===== config.mk =====
export PLATFORM = sky130hd
export DESIGN_NAME = frame_burst_dma
export DESIGN_NICKNAME = d
export VERILOG_FILES = /design/src/rtl/fbd_pkg.sv /design/src/rtl/fbd_regs.sv /design/src/rtl/fbd_addr_gen.sv /design/src/rtl/fbd_read_ctrl.sv /design/src/rtl/fbd_lane_steer.sv /design/src/rtl/frame_burst_dma.sv
export SDC_FILE = /design/constraint.sdc
export NUM_CORES = 1
export LEC_CHECK = 0
export ABC_AREA = 0
export BUFFER_PORTS_ARGS = -buffer_cell sky130_fd_sc_hd__buf_2
export CORE_MARGIN = 3
export CORE_UTILIZATION = 36
export DETAILED_ROUTE_END_ITERATION = 6
export PLACE_DENSITY = 0.62
export SYNTH_ARGS = -nofsm -noshare
export SYNTH_HDL_FRONTEND = slang
export SYNTH_SLANG_ARGS = --single-unit

===== constraint.sdc =====
create_clock -name clk -period 4.9 [get_ports clk]
set_input_delay 0.735 -clock clk [delete_from_list [all_inputs] [get_ports clk]]
set_output_delay 0.735 -clock clk [all_outputs]
set_load 0.03 [all_outputs]

===== src/rtl/fbd_pkg.sv =====
package fbd_pkg;

  typedef enum logic [1:0] {
    ST_IDLE  = 2'd0,
    ST_CHECK = 2'd1,
    ST_REQ   = 2'd2,
    ST_BEATS = 2'd3
  } eng_state_t;

  localparam logic [2:0] OFS_CTRL   = 3'd0;
  localparam logic [2:0] OFS_FRAMES = 3'd1;
  localparam logic [2:0] OFS_SIZE   = 3'd2;
  localparam logic [2:0] OFS_BURST  = 3'd3;
  localparam logic [2:0] OFS_STATUS = 3'd4;

endpackage


===== src/rtl/fbd_regs.sv =====
module fbd_regs
  import fbd_pkg::*;
#(
  parameter int FRAME_W   = 16,
  parameter int SIZE_W    = 24,
  parameter int BURST_MAX = 4,
  parameter int BCW       = 3
) (
  input  logic               clk,
  input  logic               rst_n,
  input  logic [2:0]         cfg_addr,
  input  logic               cfg_wr,
  input  logic [31:0]        cfg_wdata,
  output logic [31:0]        cfg_rdata,
  input  logic               busy,
  input  logic               done_set,
  output logic               start_go,
  output logic [FRAME_W-1:0] frames,
  output logic [SIZE_W-1:0]  size,
  output logic [BCW-1:0]     burst
);

  function automatic logic burst_legal(input logic [31:0] v);
    return (v != 32'd0) && ((v & (v - 32'd1)) == 32'd0) && (v <= 32'(BURST_MAX));
  endfunction

  logic [FRAME_W-1:0] frames_q;
  logic [SIZE_W-1:0]  size_q;
  logic [BCW-1:0]     burst_q;
  logic               done_q;
  logic               size_fits;

  assign size_fits = ({1'b0, size_q} >= (SIZE_W+1)'({burst_q, 2'b00}));
  assign start_go  = cfg_wr && (cfg_addr == OFS_CTRL) && cfg_wdata[0] &&
                     !busy && (frames_q != '0) && size_fits;

  always_ff @(posedge clk or negedge rst_n) begin
    if (!rst_n) begin
      frames_q <= '0;
      size_q   <= '0;
      burst_q  <= BCW'(BURST_MAX);
      done_q   <= 1'b0;
    end else begin
      if (cfg_wr && !busy) begin
        case (cfg_addr)
          OFS_FRAMES: frames_q <= cfg_wdata[FRAME_W-1:0];
          OFS_SIZE:   size_q   <= cfg_wdata[SIZE_W-1:0];
          OFS_BURST:  if (burst_legal(cfg_wdata)) burst_q <= BCW'(cfg_wdata);
          default: ;
        endcase
      end
      if (start_go)      done_q <= 1'b0;
      else if (done_set) done_q <= 1'b1;
    end
  end

  always_comb begin
    case (cfg_addr)
      OFS_CTRL:   cfg_rdata = {31'd0, busy};
      OFS_FRAMES: cfg_rdata = 32'(frames_q);
      OFS_SIZE:   cfg_rdata = 32'(size_q);
      OFS_BURST:  cfg_rdata = 32'(burst_q);
      OFS_STATUS: cfg_rdata = {30'd0, busy, done_q};
      default:    cfg_rdata = 32'd0;
    endcase
  end

  assign frames = frames_q;
  assign size   = size_q;
  assign burst  = burst_q;

  // done and busy never both set
  assert_done_excl_busy_R11: assert property (@(posedge clk) disable iff (!rst_n)
    !(done_q && busy));

  // configuration frozen for a run
  assert_cfg_frozen_R12: assert property (@(posedge clk) disable iff (!rst_n)
    busy |=> ($stable(frames_q) && $stable(size_q) && $stable(burst_q)));

endmodule


===== src/rtl/fbd_addr_gen.sv =====
module fbd_addr_gen #(
  parameter int FRAME_W = 16,
  parameter int SIZE_W  = 24,
  parameter int BCW     = 3
) (
  input  logic               clk,
  input  logic               rst_n,
  input  logic               start_go,
  input  logic               accept,
  input  logic [FRAME_W-1:0] frames,
  input  logic [SIZE_W-1:0]  size,
  input  logic [BCW-1:0]     burst,
  output logic [SIZE_W-1:0]  addr,
  output logic               last_burst
);

  logic [SIZE_W-1:0]  addr_q;
  logic [FRAME_W-1:0] frame_q;
  logic [SIZE_W:0]    step;
  logic [SIZE_W:0]    nxt;
  logic               wrap;

  assign step       = (SIZE_W+1)'({burst, 2'b00});
  assign nxt        = {1'b0, addr_q} + step;
  assign wrap       = (nxt >= {1'b0, size});
  assign last_burst = wrap && (frame_q == (frames - FRAME_W'(1)));

  always_ff @(posedge clk or negedge rst_n) begin
    if (!rst_n) begin
      addr_q  <= '0;
      frame_q <= '0;
    end else if (start_go) begin
      addr_q  <= '0;
      frame_q <= '0;
    end else if (accept) begin
      if (wrap) begin
        addr_q  <= '0;
        frame_q <= frame_q + FRAME_W'(1);
      end else begin
        addr_q  <= nxt[SIZE_W-1:0];
      end
    end
  end

  assign addr = addr_q;

  // accepted bursts start inside the image on a word boundary
  assert_addr_inside_R6: assert property (@(posedge clk) disable iff (!rst_n)
    accept |-> ((addr_q < size) && (addr_q[1:0] == 2'b00)));

endmodule


===== src/rtl/fbd_read_ctrl.sv =====
module fbd_read_ctrl
  import fbd_pkg::*;
#(
  parameter int BCW = 3
) (
  input  logic           clk,
  input  logic           rst_n,
  input  logic           start_go,
  input  logic           room_ok,
  input  logic           last_burst,
  input  logic [BCW-1:0] burst,
  input  logic           mem_waitrequest,
  input  logic           mem_readdatavalid,
  output logic           mem_read,
  output logic           busy,
  output logic           accept,
  output logic           beat_en,
  output logic           done_set
);

  eng_state_t     state_q;
  logic [BCW-1:0] left_q;
  logic           fin_q;
  logic           last_beat;

  assign mem_read  = (state_q == ST_REQ);
  assign busy      = (state_q != ST_IDLE);
  assign accept    = mem_read && !mem_waitrequest;
  assign beat_en   = (state_q == ST_BEATS) && mem_readdatavalid;
  assign last_beat = beat_en && (left_q == BCW'(1));
  assign done_set  = last_beat && fin_q;

  always_ff @(posedge clk or negedge rst_n) begin
    if (!rst_n) begin
      state_q <= ST_IDLE;
      left_q  <= '0;
      fin_q   <= 1'b0;
    end else begin
      case (state_q)
        ST_IDLE:  if (start_go) state_q <= ST_CHECK;
        ST_CHECK: if (room_ok)  state_q <= ST_REQ;
        ST_REQ: begin
          if (accept) begin
            left_q  <= burst;
            fin_q   <= last_burst;
            state_q <= ST_BEATS;
          end
        end
        ST_BEATS: begin
          if (beat_en) begin
            left_q <= left_q - BCW'(1);
            if (last_beat) state_q <= fin_q ? ST_IDLE : ST_CHECK;
          end
        end
        default: state_q <= ST_IDLE;
      endcase
    end
  end

  // a read only rises after free space was confirmed
  assert_room_before_read_R8: assert property (@(posedge clk) disable iff (!rst_n)
    $rose(mem_read) |-> $past(room_ok));

  // request withdrawn right after acceptance
  assert_drop_after_accept_R5: assert property (@(posedge clk) disable iff (!rst_n)
    accept |=> !mem_read);

  // engine idles after the final beat
  assert_idle_after_done_R11: assert property (@(posedge clk) disable iff (!rst_n)
    done_set |=> (!busy && !mem_read));

endmodule


===== src/rtl/fbd_lane_steer.sv =====
module fbd_lane_steer #(
  parameter int DATA_W    = 32,
  parameter int ROW_WORDS = 320
) (
  input  logic              clk,
  input  logic              rst_n,
  input  logic              start_go,
  input  logic              beat_en,
  input  logic [DATA_W-1:0] beat_data,
  output logic              cur_lane,
  output logic              pix_valid,
  output logic [DATA_W-1:0] pix_data,
  output logic              pix_lane
);

  localparam int RCW = $clog2(ROW_WORDS + 1);

  logic [RCW-1:0] row_cnt_q;
  logic           lane_q;

  always_ff @(posedge clk or negedge rst_n) begin
    if (!rst_n) begin
      row_cnt_q <= '0;
      lane_q    <= 1'b0;
      pix_valid <= 1'b0;
      pix_data  <= '0;
      pix_lane  <= 1'b0;
    end else begin
      pix_valid <= beat_en;
      if (start_go) begin
        row_cnt_q <= '0;
        lane_q    <= 1'b0;
      end else if (beat_en) begin
        pix_data <= beat_data;
        pix_lane <= lane_q;
        if (row_cnt_q == RCW'(ROW_WORDS - 1)) begin
          row_cnt_q <= '0;
          lane_q    <= !lane_q;
        end else begin
          row_cnt_q <= row_cnt_q + RCW'(1);
        end
      end
    end
  end

  assign cur_lane = lane_q;

  // lane only changes when a row completes
  assert_lane_row_R10: assert property (@(posedge clk) disable iff (!rst_n)
    (!start_go && !beat_en) |=> $stable(lane_q));

endmodule


===== src/rtl/frame_burst_dma.sv =====
module frame_burst_dma #(
  parameter int ADDR_W    = 32,
  parameter int DATA_W    = 32,
  parameter int FRAME_W   = 16,
  parameter int SIZE_W    = 24,
  parameter int BURST_MAX = 4,
  parameter int ROW_WORDS = 320,
  parameter int ROOM_W    = 12,
  localparam int BCW      = $clog2(BURST_MAX) + 1
) (
  input  logic              clk,
  input  logic              rst_n,
  input  logic [2:0]        cfg_addr,
  input  logic              cfg_wr,
  input  logic [31:0]       cfg_wdata,
  output logic [31:0]       cfg_rdata,
  output logic [ADDR_W-1:0] mem_address,
  output logic              mem_read,
  output logic [BCW-1:0]    mem_burstcount,
  input  logic              mem_waitrequest,
  input  logic [DATA_W-1:0] mem_readdata,
  input  logic              mem_readdatavalid,
  input  logic [ROOM_W-1:0] lane0_room,
  input  logic [ROOM_W-1:0] lane1_room,
  output logic              pix_valid,
  output logic [DATA_W-1:0] pix_data,
  output logic              pix_lane
);

  logic               start_go, busy, accept, beat_en, done_set;
  logic               last_burst, room_ok, cur_lane;
  logic [FRAME_W-1:0] frames;
  logic [SIZE_W-1:0]  size;
  logic [SIZE_W-1:0]  addr;
  logic [BCW-1:0]     burst;
  logic [ROOM_W-1:0]  room_sel;

  fbd_regs #(.FRAME_W(FRAME_W), .SIZE_W(SIZE_W), .BURST_MAX(BURST_MAX), .BCW(BCW)) regs_i (
    .clk(clk), .rst_n(rst_n), .cfg_addr(cfg_addr), .cfg_wr(cfg_wr), .cfg_wdata(cfg_wdata),
    .cfg_rdata(cfg_rdata), .busy(busy), .done_set(done_set), .start_go(start_go),
    .frames(frames), .size(size), .burst(burst)
  );

  fbd_addr_gen #(.FRAME_W(FRAME_W), .SIZE_W(SIZE_W), .BCW(BCW)) agen_i (
    .clk(clk), .rst_n(rst_n), .start_go(start_go), .accept(accept), .frames(frames),
    .size(size), .burst(burst), .addr(addr), .last_burst(last_burst)
  );

  assign room_sel = cur_lane ? lane1_room : lane0_room;
  assign room_ok  = (room_sel >= ROOM_W'(burst));

  fbd_read_ctrl #(.BCW(BCW)) ctrl_i (
    .clk(clk), .rst_n(rst_n), .start_go(start_go), .room_ok(room_ok),
    .last_burst(last_burst), .burst(burst), .mem_waitrequest(mem_waitrequest),
    .mem_readdatavalid(mem_readdatavalid), .mem_read(mem_read), .busy(busy),
    .accept(accept), .beat_en(beat_en), .done_set(done_set)
  );

  fbd_lane_steer #(.DATA_W(DATA_W), .ROW_WORDS(ROW_WORDS)) steer_i (
    .clk(clk), .rst_n(rst_n), .start_go(start_go), .beat_en(beat_en),
    .beat_data(mem_readdata), .cur_lane(cur_lane), .pix_valid(pix_valid),
    .pix_data(pix_data), .pix_lane(pix_lane)
  );

  assign mem_address    = ADDR_W'(addr);
  assign mem_burstcount = burst;

  // request held unchanged while stalled
  assert_hold_on_wait_R5: assert property (@(posedge clk) disable iff (!rst_n)
    (mem_read && mem_waitrequest) |=>
      (mem_read && $stable(mem_address) && $stable(mem_burstcount)));

  // burst count presented is a legal power of two
  assert_burst_legal_R3: assert property (@(posedge clk) disable iff (!rst_n)
    mem_read |-> (($countones(mem_burstcount) == 1) && (mem_burstcount <= BCW'(BURST_MAX))));

  // forwarded words come only from valid returns during a run
  assert_fwd_from_valid_R9: assert property (@(posedge clk) disable iff (!rst_n)
    pix_valid |-> $past(mem_readdatavalid && busy));

endmodule


==> run summary <==
The run finished with clean final reports. The post-route DRC violation count is 0, and the count of max-cap constraint violations is 0. The max-slew violation total from the final report is 0. The startpoint identified for the worst register-to-register timing path is regs_i.burst[2].

The logs give 54 for the number of rows created at floorplan and 23420 um for the aggregate routed wire length. Each instance of the synthesized netlist takes up on average 9.362 um^2. Dividing the final minimum period by the clock period gives 89.86%. At the end of the flow, the number of nets in the layout was 1178.

Walking the worst path, the cells encountered are ha_1 -> o211ai_1 -> or3_1 -> or3_1 -> xnor2_1 -> ha_1 -> nand4_1 -> nor4_1 -> a221oi_1 -> o221a_2 -> buf_12 -> a2111oi_2 -> mux2i_1. The transition time of the tightest slew-check pin was 906.4 ps. After clock tree synthesis, the flow added hold-fix buffers numbering 0. The run gives 0 as the post-CTS setup-driven buffer insertion count.

The tools report the total power draw as 0.005602 W. Entering global routing, the biggest net connects 50 pins. The placeable core area is 0.02223 mm^2.

The leakage dissipation is 4.577 nW, and the net switching power figure is 0.002399 W. Detailed placement finished with a half-perimeter wire length of 17540 um. Met2 wire length: 10400 um. The tightest min-delay check is of the primary input to asynchronous set/reset pin type. The worst setup path is launched from a flop. Signal routing reaches up to met4.

The worst setup path is captured at a flop. The largest total area in the synthesized netlist belongs to sky130_fd_sc_hd__dfrtp_1. The final critical delay including setup and external delays came out at 4403 ps. The synthesized cell area came out at 0.008304 mm^2. The amount of wire on met3 after detailed routing is 1727 um, and the number of antenna violations at the first check in global routing is 0. In the synthesized netlist, the number of instances is 887. The Yosys step of the flow raised 0 warnings. Power spread over the standard cell area amounts to 562.3 mW/mm^2. The total overflow left after global routing is 0. The share of total power dissipated in combinational logic is 42.9%. The number of register bits inferred by synthesis is 132, and the post-CTS resize count is 0. On the worst path, the slowest cell contributes a delay of 580 ps. By startpoint and endpoint, the worst setup path is classified as flop to flop. The number of synthesized flops with an enable pin is 0, and the maximum clock frequency is 0.2271 GHz.

Counting flops with an async set or reset pin after synthesis yields a share of 100.0%. The tools report the final hold violation count as 0. The total negative slack for setup checks was 0 ps.

In this run switching power makes up 42.84% of total power. Headroom to the max-slew limit came out at 39.43%. STA puts the critical path data required time at 5250 ps.

The first detailed-routing pass took 5 iterations. For this block, the via count after detailed routing is 7259. The via density per instance was 5.442. In this run, the clock network consumes 24.1% of the power. Per report_power, the sequential group accounts for 33.0% of the total. The area of the multi-input gates was 0.004522 mm^2.

Among all flip-flop cells after synthesis, the most frequent one is sky130_fd_sc_hd__dfrtp_1. The detailed router finished its first iteration with 524 violations. 0 antenna diodes ended up in the layout. The depth of the worst register-to-register path is 13. Sorting the synthesized cells by area gives the leading types as sky130_fd_sc_hd__dfrtp_1 39%, sky130_fd_sc_hd__ha_1 6.0%, sky130_fd_sc_hd__nand2_1 4.2%, sky130_fd_sc_hd__mux2_1 4.1%, sky130_fd_sc_hd__mux2_2 3.4%. The run gives 198 as the boundary pin count.

The worst register-to-register path has a setup slack of 500 ps. In this run the critical register-to-register path is captured at agen_i.frame_q[10]. Setup violations remaining at the end of the flow were counted as 0. The largest individual stage delay along the critical path comes from the cell sky130_fd_sc_hd__dfstp_2.

The commonest cells after synthesis are 131 x sky130_fd_sc_hd__dfrtp_1, 92 x sky130_fd_sc_hd__nand2_1, 51 x sky130_fd_sc_hd__a21oi_1. Global routing used 18.42% of the available tracks. Depth of the CTS H-tree: 4. The tools report the buffer type at the clock tree root as sky130_fd_sc_hd__clkbuf_16.

The logs give 430 ps for the later-pin clock latency in the skew report and 0.02493 mm^2 for the die area. The setup clock skew after layout came out at 8.414 ps. The most common cell in the netlist is sky130_fd_sc_hd__dfrtp_1. The post-route netlist has 25.24% of its cells at a drive strength greater than 1. Die height: 157.9 um. The final routed wire length divided by cell count works out to 17.56 um.

Along the worst path, the maximum fanout reaches 36. The tools report the via count of the first global-routing pass as 6632. The clock transition at the registers of the reported paths came out at 60 ps. The sequential share of the synthesized area came out at 39.79%. The logs give 2 for the clock tree buffer depth and 0.003304 mm^2 for the sequential standard cell area. The width of the chip came out at 157.9 um. The run gives 132 as the number of sinks handled by clock tree synthesis. TritonCTS built the clock tree.

The worst IR drop on VDD is 0.2305 mV. Of the post-synthesis cell area, the dominant cell type holds 39.48%. The internal power of the cells totals 0.003202 W. The first global-routing pass estimated 36310 um of wire. Setup repair after global routing left no endpoint under its margin. The count of different cell masters after synthesis is 74. The initial utilization of the core area, before any placement, comes to 37.36%. The CTS buffer count is 17, and the routed metal-1 wirelength is 11000 um.

Data arrival time of the critical path: 4750 ps. Compared with the post-synthesis result, the final layout area differs by 19.96%. The total of buffers placed on input and output ports was 179. Routability-driven placement finished with a final weighted congestion of 0.8840. The number of inserted filler cells in the final layout is 2116.

The detail route stage leaves a number of antenna-violating nets equal to 0.
==> final cells by class <==
cell class	count	area share, %
Clock buffer	17	4.270
Clock inverter	15	1.947
Inverter	43	1.620
Multi-Input combinational cell	656	45.39
Sequential cell	132	33.17
Tap cell	280	3.517
Timing Repair Buffer	191	10.09
==> cell families after synthesis <==
logic type / after synthesis / synth area share, %
compound gates: 190 / 15.16
xor+xnor: 46 / 4.852
fa+ha+maj: 41 / 6.268
buf+inv: 116 / 6.735
flops: 132 / 39.79
mux: 63 / 8.422
other cells: 1 / 0.04516
simple gates: 298 / 18.73
==> layer usage <==
metal | track usage (%) | vias to the layer above
li1 | - | 3505
met1 | 26.35 | 3473
met2 | 28.17 | 255
met3 | 4.401 | 26
met4 | 4.587 | 0
met5 | 0 | -
==> metrics by stage <==
stage,worst slack (ps),cells,hold WS [ps],instance area (um^2),utilization (%)
after floorplan,901.1,904,439.4,8368,-
after global placement,668.8,1302,462.3,9343,42.03
after detailed placement,565.2,1302,469.6,9343,42.03
after CTS,548.1,1334,258.2,9962,44.82
after global routing,130.3,1334,272.6,9962,44.82
final,497.1,1334,240.4,9962,44.82
==> how the worst max path moves through the flow <==
stage / startpoint / end / slack [ps] / depth (start not counted)
after global routing: regs_i.burst[1] / agen_i.frame_q[11] / 130 / 14
after CTS: regs_i.burst[2] / agen_i.frame_q[10] / 550 / 13
after global placement: regs_i.burst[2] / agen_i.frame_q[10] / 670 / 13
after detailed placement: regs_i.burst[2] / agen_i.frame_q[10] / 570 / 13
final: regs_i.burst[2] / agen_i.frame_q[10] / 500 / 13
after floorplan: regs_i.burst[0] / agen_i.frame_q[0] / 900 / 15
==> state kept, by name (all words and copies together), names as in the netlist <==
name               cells
regs_i.burst           3
ctrl_i.fin_q           1
steer_i.pix_data      32
regs_i.done_q          1
steer_i.pix_lane       1
agen_i.addr           22
agen_i.frame_q        16
steer_i.cur_lane       1
ctrl_i.left_q          3
regs_i.frames         16
ctrl_i.state_q         2
regs_i.size           24
steer_i.row_cnt_q      9
steer_i.pix_valid      1
==> power by group through the flow <==
stage | clock [W] | combinational, W | sequential [W]
2_1_floorplan | 0 | 0.00151 | 0.00205
3_3_place_gp | 0 | 0.00236 | 0.00185
3_5_place_dp | 0 | 0.00240 | 0.00186
4_1_cts | 0.00137 | 0.00241 | 0.00184
5_1_grt | 0.00142 | 0.00267 | 0.00191
6_report | 0.00135 | 0.00240 | 0.00185
==> cell usage in the layout, fill, tap and decap left out, types with 5 or more instances in the layout <==
master and count:
sky130_fd_sc_hd__a2111o_1 7, sky130_fd_sc_hd__o21bai_1 5, sky130_fd_sc_hd__ha_1 40, sky130_fd_sc_hd__o21ai_1 7, sky130_fd_sc_hd__nand3_1 32, sky130_fd_sc_hd__o211ai_1 8
sky130_fd_sc_hd__a21oi_1 51, sky130_fd_sc_hd__clkinv_4 5, sky130_fd_sc_hd__buf_2 178, sky130_fd_sc_hd__buf_4 11, sky130_fd_sc_hd__clkbuf_16 17, sky130_fd_sc_hd__a22o_1 13
sky130_fd_sc_hd__nand2b_1 5, sky130_fd_sc_hd__a31oi_1 10, sky130_fd_sc_hd__nor2_1 34, sky130_fd_sc_hd__nor3_1 19, sky130_fd_sc_hd__and2_1 12, sky130_fd_sc_hd__nor3b_1 6
sky130_fd_sc_hd__o21ai_0 49, sky130_fd_sc_hd__mux2_2 25, sky130_fd_sc_hd__and3_1 12, sky130_fd_sc_hd__dfrtp_1 131, sky130_fd_sc_hd__nor2b_1 9, sky130_fd_sc_hd__nand4_1 28
sky130_fd_sc_hd__xor2_1 18, sky130_fd_sc_hd__conb_1 18, sky130_fd_sc_hd__mux2i_1 8, sky130_fd_sc_hd__inv_6 5, sky130_fd_sc_hd__nor4_1 19, sky130_fd_sc_hd__mux2_1 30
sky130_fd_sc_hd__inv_1 42, sky130_fd_sc_hd__xnor2_1 28, sky130_fd_sc_hd__nand2_1 92
==> critical path: cells and delay by family (launching register included) <==
| family | cells | cell delay, ps |
|---|---|---|
| xor+xnor | 1 | 150 |
| simple gates | 4 | 1510 |
| compound gates | 4 | 1030 |
| mux | 1 | 220 |
| buf+inv | 1 | 240 |
| fa+ha+maj | 2 | 580 |
| flops | 1 | 580 |
(Power assumes the default switching activity.)
